$ cat config.mk
export PLATFORM = sky130hd
export DESIGN_NAME = ase_burst_top
export DESIGN_NICKNAME = d
export VERILOG_FILES = /design/src/rtl/ase_pkg.sv /design/src/rtl/ase_dpram.sv /design/src/rtl/ase_shift.sv /design/src/rtl/ase_seq.sv /design/src/rtl/ase_burst_top.sv
export SDC_FILE = /design/constraint.sdc
export NUM_CORES = 1
export LEC_CHECK = 0
export ABC_AREA = 1
export BUFFER_PORTS_ARGS = -buffer_cell sky130_fd_sc_hd__buf_4
export CAP_MARGIN = 20
export CORE_MARGIN = 2
export CORE_UTILIZATION = 57
export CTS_CLUSTER_SIZE = 10
export DETAILED_ROUTE_END_ITERATION = 7
export MAX_ROUTING_LAYER = met4
export PLACE_DENSITY = 0.77
export SLEW_MARGIN = 20
export SYNTH_ARGS = -nofsm -noshare
export SYNTH_HDL_FRONTEND = slang
export SYNTH_HIERARCHICAL = 1
export SYNTH_SLANG_ARGS = --single-unit
$ cat constraint.sdc
create_clock -name clk -period 2.2 [get_ports clk]
set_clock_uncertainty 0.05 [all_clocks]
set_input_delay 0 -clock clk [delete_from_list [all_inputs] [get_ports clk]]
set_output_delay 0 -clock clk [all_outputs]
set_load 0.01 [all_outputs]
$ cat src/rtl/ase_pkg.sv
package ase_pkg;
  typedef logic [7:0] byte_t;

  typedef enum logic [2:0] {
    SQ_IDLE,
    SQ_FETCH,
    SQ_LOAD,
    SQ_SHIFT,
    SQ_GAP
  } seq_state_e;
endpackage

$ cat src/rtl/ase_dpram.sv
module ase_dpram #(
  parameter int DEPTH = 32,
  parameter int AW    = $clog2(DEPTH)
) (
  input  logic             clk,
  input  logic             a_we,
  input  logic [AW-1:0]    a_addr,
  input  ase_pkg::byte_t   a_wdata,
  output ase_pkg::byte_t   a_rdata,
  input  logic             b_we,
  input  logic [AW-1:0]    b_addr,
  input  ase_pkg::byte_t   b_wdata,
  output ase_pkg::byte_t   b_rdata
);
  ase_pkg::byte_t mem [DEPTH];

  always_ff @(posedge clk) begin
    if (a_we) mem[a_addr] <= a_wdata;
    if (b_we) mem[b_addr] <= b_wdata;
    a_rdata <= mem[a_addr];
    b_rdata <= mem[b_addr];
  end
endmodule

$ cat src/rtl/ase_shift.sv
module ase_shift #(
  parameter int DIV_W = 8
) (
  input  logic              clk,
  input  logic              rst,
  input  logic              abort,
  input  logic              idle,
  input  logic              load,
  input  ase_pkg::byte_t    tx,
  input  logic [DIV_W-1:0]  half,
  input  logic              sdi,
  output logic              sck,
  output logic              sdo,
  output logic              done,
  output ase_pkg::byte_t    rx
);
  localparam logic [DIV_W-1:0] ONE_D = DIV_W'(1);

  logic             active;
  logic [DIV_W-1:0] cnt;
  logic [2:0]       bitn;

  always_ff @(posedge clk) begin
    if (rst) begin
      active <= 1'b0;
      sck    <= 1'b1;
      sdo    <= 1'b0;
      done   <= 1'b0;
      cnt    <= '0;
      bitn   <= '0;
      rx     <= '0;
    end else begin
      done <= 1'b0;
      if (abort) begin
        active <= 1'b0;
        sck    <= 1'b1;
        sdo    <= 1'b0;
      end else if (load) begin
        active <= 1'b1;
        sck    <= 1'b1;
        sdo    <= tx[7];
        rx     <= tx;
        cnt    <= '0;
        bitn   <= '0;
      end else if (active) begin
        if (cnt == half - ONE_D) begin
          cnt <= '0;
          if (sck) begin
            // falling edge: present the next bit (the first bit was set at load)
            sck <= 1'b0;
            if (bitn != 3'd0) sdo <= rx[7];
          end else begin
            // rising edge: capture input bit
            sck  <= 1'b1;
            rx   <= {rx[6:0], sdi};
            bitn <= bitn + 3'd1;
            if (bitn == 3'd7) begin
              active <= 1'b0;
              done   <= 1'b1;
            end
          end
        end else begin
          cnt <= cnt + ONE_D;
        end
      end else if (idle) begin
        sdo <= 1'b0;
      end
    end
  end
endmodule

$ cat src/rtl/ase_seq.sv
module ase_seq #(
  parameter int AW    = 5,
  parameter int CNT_W = AW + 1,
  parameter int GAP_W = 8,
  parameter int DIV_W = 8
) (
  input  logic              clk,
  input  logic              rst,
  input  logic              en,
  input  logic              start,
  input  logic [CNT_W-1:0]  byte_cnt,
  input  logic [GAP_W-1:0]  gap_cyc,
  input  logic [DIV_W-1:0]  half_div,
  input  logic              irq_ack,
  input  logic              byte_done,
  output logic [AW-1:0]     ptr,
  output logic              ram_we,
  output logic              load,
  output logic [DIV_W-1:0]  half_r,
  output logic              busy,
  output logic              irq,
  output logic              irq_flag
);
  import ase_pkg::*;

  seq_state_e       state;
  logic [CNT_W-1:0] remain;
  logic [GAP_W-1:0] gap_r;
  logic [GAP_W-1:0] gcnt;
  logic             last_byte;

  assign load      = (state == SQ_LOAD);
  assign ram_we    = (state == SQ_SHIFT) && byte_done;
  assign last_byte = (remain == CNT_W'(1));

  always_ff @(posedge clk) begin
    if (rst) begin
      state    <= SQ_IDLE;
      ptr      <= '0;
      remain   <= '0;
      gap_r    <= '0;
      gcnt     <= '0;
      half_r   <= DIV_W'(1);
      busy     <= 1'b0;
      irq      <= 1'b0;
      irq_flag <= 1'b0;
    end else begin
      irq <= 1'b0;
      if (irq_ack) irq_flag <= 1'b0;
      if (!en) begin
        state <= SQ_IDLE;
        busy  <= 1'b0;
      end else begin
        unique case (state)
          SQ_IDLE: if (start && byte_cnt != '0) begin
            state  <= SQ_FETCH;
            busy   <= 1'b1;
            ptr    <= '0;
            remain <= byte_cnt;
            gap_r  <= gap_cyc;
            half_r <= half_div;
          end
          SQ_FETCH: state <= SQ_LOAD;
          SQ_LOAD:  state <= SQ_SHIFT;
          SQ_SHIFT: if (byte_done) begin
            ptr <= ptr + AW'(1);
            if (last_byte) begin
              state    <= SQ_IDLE;
              busy     <= 1'b0;
              irq      <= 1'b1;
              irq_flag <= 1'b1;
            end else begin
              state  <= SQ_GAP;
              remain <= remain - CNT_W'(1);
              gcnt   <= '0;
            end
          end
          SQ_GAP: begin
            if (gcnt == gap_r) state <= SQ_FETCH;
            else               gcnt  <= gcnt + GAP_W'(1);
          end
          default: state <= SQ_IDLE;
        endcase
      end
    end
  end
endmodule

$ cat src/rtl/ase_burst_top.sv
module ase_burst_top #(
  parameter int DEPTH = 32,
  parameter int AW    = $clog2(DEPTH),
  parameter int CNT_W = AW + 1,
  parameter int GAP_W = 8,
  parameter int DIV_W = 8
) (
  input  logic              clk,
  input  logic              rst,
  input  logic              en,
  input  logic              start,
  input  logic [CNT_W-1:0]  byte_cnt,
  input  logic [GAP_W-1:0]  gap_cyc,
  input  logic [DIV_W-1:0]  half_div,
  input  logic              irq_ack,
  input  logic              buf_we,
  input  logic [AW-1:0]     buf_addr,
  input  logic [7:0]        buf_wdata,
  output logic [7:0]        buf_rdata,
  output logic              sck,
  output logic              sdo,
  input  logic              sdi,
  output logic              busy,
  output logic              irq,
  output logic              irq_flag
);
  import ase_pkg::*;

  logic [AW-1:0]    ptr;
  logic             ram_we;
  logic             load;
  logic             byte_done;
  logic [DIV_W-1:0] half_r;
  byte_t            tx_byte;
  byte_t            rx_byte;

  ase_dpram #(.DEPTH(DEPTH), .AW(AW)) u_ram (
    .clk     (clk),
    .a_we    (buf_we),
    .a_addr  (buf_addr),
    .a_wdata (buf_wdata),
    .a_rdata (buf_rdata),
    .b_we    (ram_we),
    .b_addr  (ptr),
    .b_wdata (rx_byte),
    .b_rdata (tx_byte)
  );

  ase_seq #(.AW(AW), .CNT_W(CNT_W), .GAP_W(GAP_W), .DIV_W(DIV_W)) u_seq (
    .clk       (clk),
    .rst       (rst),
    .en        (en),
    .start     (start),
    .byte_cnt  (byte_cnt),
    .gap_cyc   (gap_cyc),
    .half_div  (half_div),
    .irq_ack   (irq_ack),
    .byte_done (byte_done),
    .ptr       (ptr),
    .ram_we    (ram_we),
    .load      (load),
    .half_r    (half_r),
    .busy      (busy),
    .irq       (irq),
    .irq_flag  (irq_flag)
  );

  ase_shift #(.DIV_W(DIV_W)) u_shift (
    .clk   (clk),
    .rst   (rst),
    .abort (!en),
    .idle  (!busy),
    .load  (load),
    .tx    (tx_byte),
    .half  (half_r),
    .sdi   (sdi),
    .sck   (sck),
    .sdo   (sdo),
    .done  (byte_done),
    .rx    (rx_byte)
  );
endmodule

==> results.json <==
{
  "synth_area_per_cell_sq_um": 6.78,
  "grt_antenna_before_repair": 0,
  "htreeDepth": 2,
  "netlist_area_sq_um": 20400,
  "yosysMostFrequentCell": "nand2_1",
  "die_area_sq_um": 37400,
  "io_pins": 55,
  "min_from": "buf_wdata[3]",
  "layout.nets": 3133,
  "final_cells": 3575,
  "cp.arrival_ns": 2.49,
  "synthTopCellsByCount": "1673 x nand2_1, 377 x o21ai_0, 256 x edfxtp_1",
  "dp.cells": 3461,
  "start_kind": "flop",
  "status": "complete, no violations",
  "fin_ws_ns": 0.114,
  "period_needed_ns": 2.09,
  "place_congestion": 0.961,
  "maxSlewHeadroom": 0.446,
  "pre_cts_ws_ns": 0.174,
  "vias": 20300,
  "cp-startpoint": "u_seq/state[0]",
  "wl_per_cell_um": 18.5,
  "vdd_drop_max_uv": 573,
  "p_leak_nw": 11.0,
  "overflow": 0,
  "synth_nets": 3066,
  "end_kind": "flop",
  "cts-root-buf": "clkbuf_16",
  "fillers": 2995,
  "worst_slew_pin_slew_ns": 0.830,
  "ys.flop_type": "edfxtp_1",
  "syn2layout_area_growth_pct": 14.1,
  "synth_area_leaders": "edfxtp_1 38%, nand2_1 31%, o21ai_0 9.2%, dfxtp_1 7.8%, inv_1 2.8%",
  "syn_inst": 3015,
  "die_w_um": 193,
  "grt_pass1_vias": 19100,
  "std_cell_rows": 69,
  "yosysWarningCount": 6,
  "clock-sinks": 336,
  "power_w": 0.0146,
  "chipHeight_um": 193,
  "dr.pass1.iters": 6,
  "fmaxAchievable_mhz": 479,
  "antenna_left": 0,
  "drcViolationCount": 0,
  "reg2reg_from": "u_seq/state[0]",
  "required_ns": 2.60,
  "layout-drive-gt1-share": 0.0899,
  "insertion_delay_ns": 0.57,
  "initialDrtViolationCount": 2375,
  "coreArea_sq_um": 35500,
  "clk_path_buf_depth": 3,
  "maxCapViolCount": 0,
  "numPortBuffers": 54,
  "start_util": 0.576,
  "numCtsBuffers": 41,
  "synth_top_area_frac": 0.376,
  "cts_tree": "built",
  "dp_hpwl_um": 42600,
  "power.density_nw_per_um2": 625,
  "routed_wl_um": 66200,
  "grt.total_usage": 0.357,
  "crit_fanout": 10,
  "ys_types": 40,
  "grt_pass1_wl_um": 102000,
  "async_flop_share": 0,
  "synth-seq-cells": 336,
  "yosysTopAreaCell": "edfxtp_1",
  "rsz0062_at_grt": "no",
  "hp-class": "in2reg",
  "synth-edff-count": 256,
  "postCtsSetupBuffers": 0,
  "worstSetupPathType": "reg2reg",
  "ys_seq_area_frac": 0.454,
  "clkSlewWorstSetupHoldPaths_ns": 0.06,
  "antenna_cells": 0,
  "hold_violations": 0,
  "regArea_sq_um": 9300,
  "drv_slew": 0,
  "final-setup-viol-count": 0,
  "grt_max_degree": 72,
  "multi_input_area_sq_um": 9800,
  "fin_crit_sh": 0.948,
  "viasPerCell": 5.67
}
final timing paths:
kind | slack [ns] | cells after the start | to
hold reg to reg | 0.41 | 2 | u_seq/gap_r[7]
setup reg to reg | 0.11 | 9 | u_seq/remain[5]
hold / removal | 0.03 | 3 | u_ram/mem[10][3]
setup / recovery | 0.11 | 9 | u_seq/remain[5]
layer usage:
metal,wire length (um),GRT usage
met4,3450,0.174
met1,25200,0.445
met3,7500,0.0706
met5,0,-
met2,30100,0.559
cells by family after synthesis:
family	count (synthesis)	share of synthesized area
XOR/XNOR	16	0.00686
adder cells (fa/ha/maj)	9	0.00551
AND/OR/NAND/NOR	1873	0.359
flip-flops	336	0.454
AO/OA/AOI/OAI	429	0.106
buffers and inverters	352	0.0686
report_power, final:
| part | total [W] | leakage [nW] | switching (W) | internal [W] |
|---|---|---|---|---|
| clock network | 0.00633 | 0.593 | 0.00267 | 0.00366 |
| logic | 0.00132 | 7.45 | 0.000864 | 0.000454 |
| registers | 0.00693 | 2.96 | 0.0000411 | 0.00689 |
flip-flops by register name (all words and copies together), names as in the netlist, 3 cells and up:
signal	flops
u_ram/mem	256
u_ram/a_rdata	8
u_ram/b_rdata	8
u_seq/gap_r	8
u_seq/gcnt	8
u_seq/half_r	8
u_shift/cnt	8
u_shift/rx	8
u_seq/remain	6
u_seq/ptr	5
u_seq/state	3
u_shift/bitn	3
worst max-delay path, stage by stage (launching register included):
cell and delay (ns):
dfxtp_2 0.38, nand3_2 0.15, buf_4 0.21, nor2_2 0.17
inv_1 0.12, nand3_4 0.16, inv_2 0.06, nand2_1 0.07
a21oi_1 0.05, dlygate4sd3_1 0.55
timing repair:
item                       CTS  global route
hold buffers                38             0
gates resized for setup      0             5
hold endpoints to repair    69             0
setup endpoints to repair    0            12
cell usage in the layout (no fill, tap or decap), types with 5 or more instances in the layout:
cell type / netlist / routed
nor2_2: 7 / 6
dlygate4sd3_1: 0 / 38
buf_4: 6 / 162
nand3_1: 37 / 37
o21ai_0: 377 / 368
o21ai_1: 5 / 10
inv_1: 154 / 151
nor2_1: 105 / 105
edfxtp_1: 256 / 256
a21oi_1: 37 / 37
clkbuf_8: 0 / 5
dfxtp_1: 80 / 76
buf_12: 0 / 10
nor3_1: 11 / 10
nand4_1: 11 / 11
ha_1: 9 / 9
xnor2_1: 6 / 6
xor2_1: 10 / 10
clkbuf_16: 0 / 41
nor3_2: 7 / 8
clkbuf_1: 132 / 23
inv_2: 10 / 13
nand2_1: 1673 / 1672
nand2_2: 6 / 7
area by class of cell:
type / count / share of cell area
multi-input combinational: 2328 / 0.420
sequential: 336 / 0.399
clock inverter: 6 / 0.00231
clock buffer: 69 / 0.0506
tap: 461 / 0.0247
inverter: 165 / 0.0266
timing repair buffer: 210 / 0.0770
through the flow:
| stage | setup TNS (ns) | util | area (sq um) | hold WS (ns) |
|---|---|---|---|---|
| 2_1_floorplan | -0.0337 | - | 20500 | 0.0638 |
| 5_1_grt | 0 | 0.657 | 23300 | 0.0256 |
| 3_5_place_dp | 0 | 0.611 | 21700 | 0.167 |
| 6_report | 0 | 0.657 | 23300 | 0.0299 |
| 3_3_place_gp | 0 | 0.611 | 21700 | 0.152 |
| 4_1_cts | 0 | 0.656 | 23300 | 0.00653 |
No activity file was read; power rests on OpenSTA's default activity.
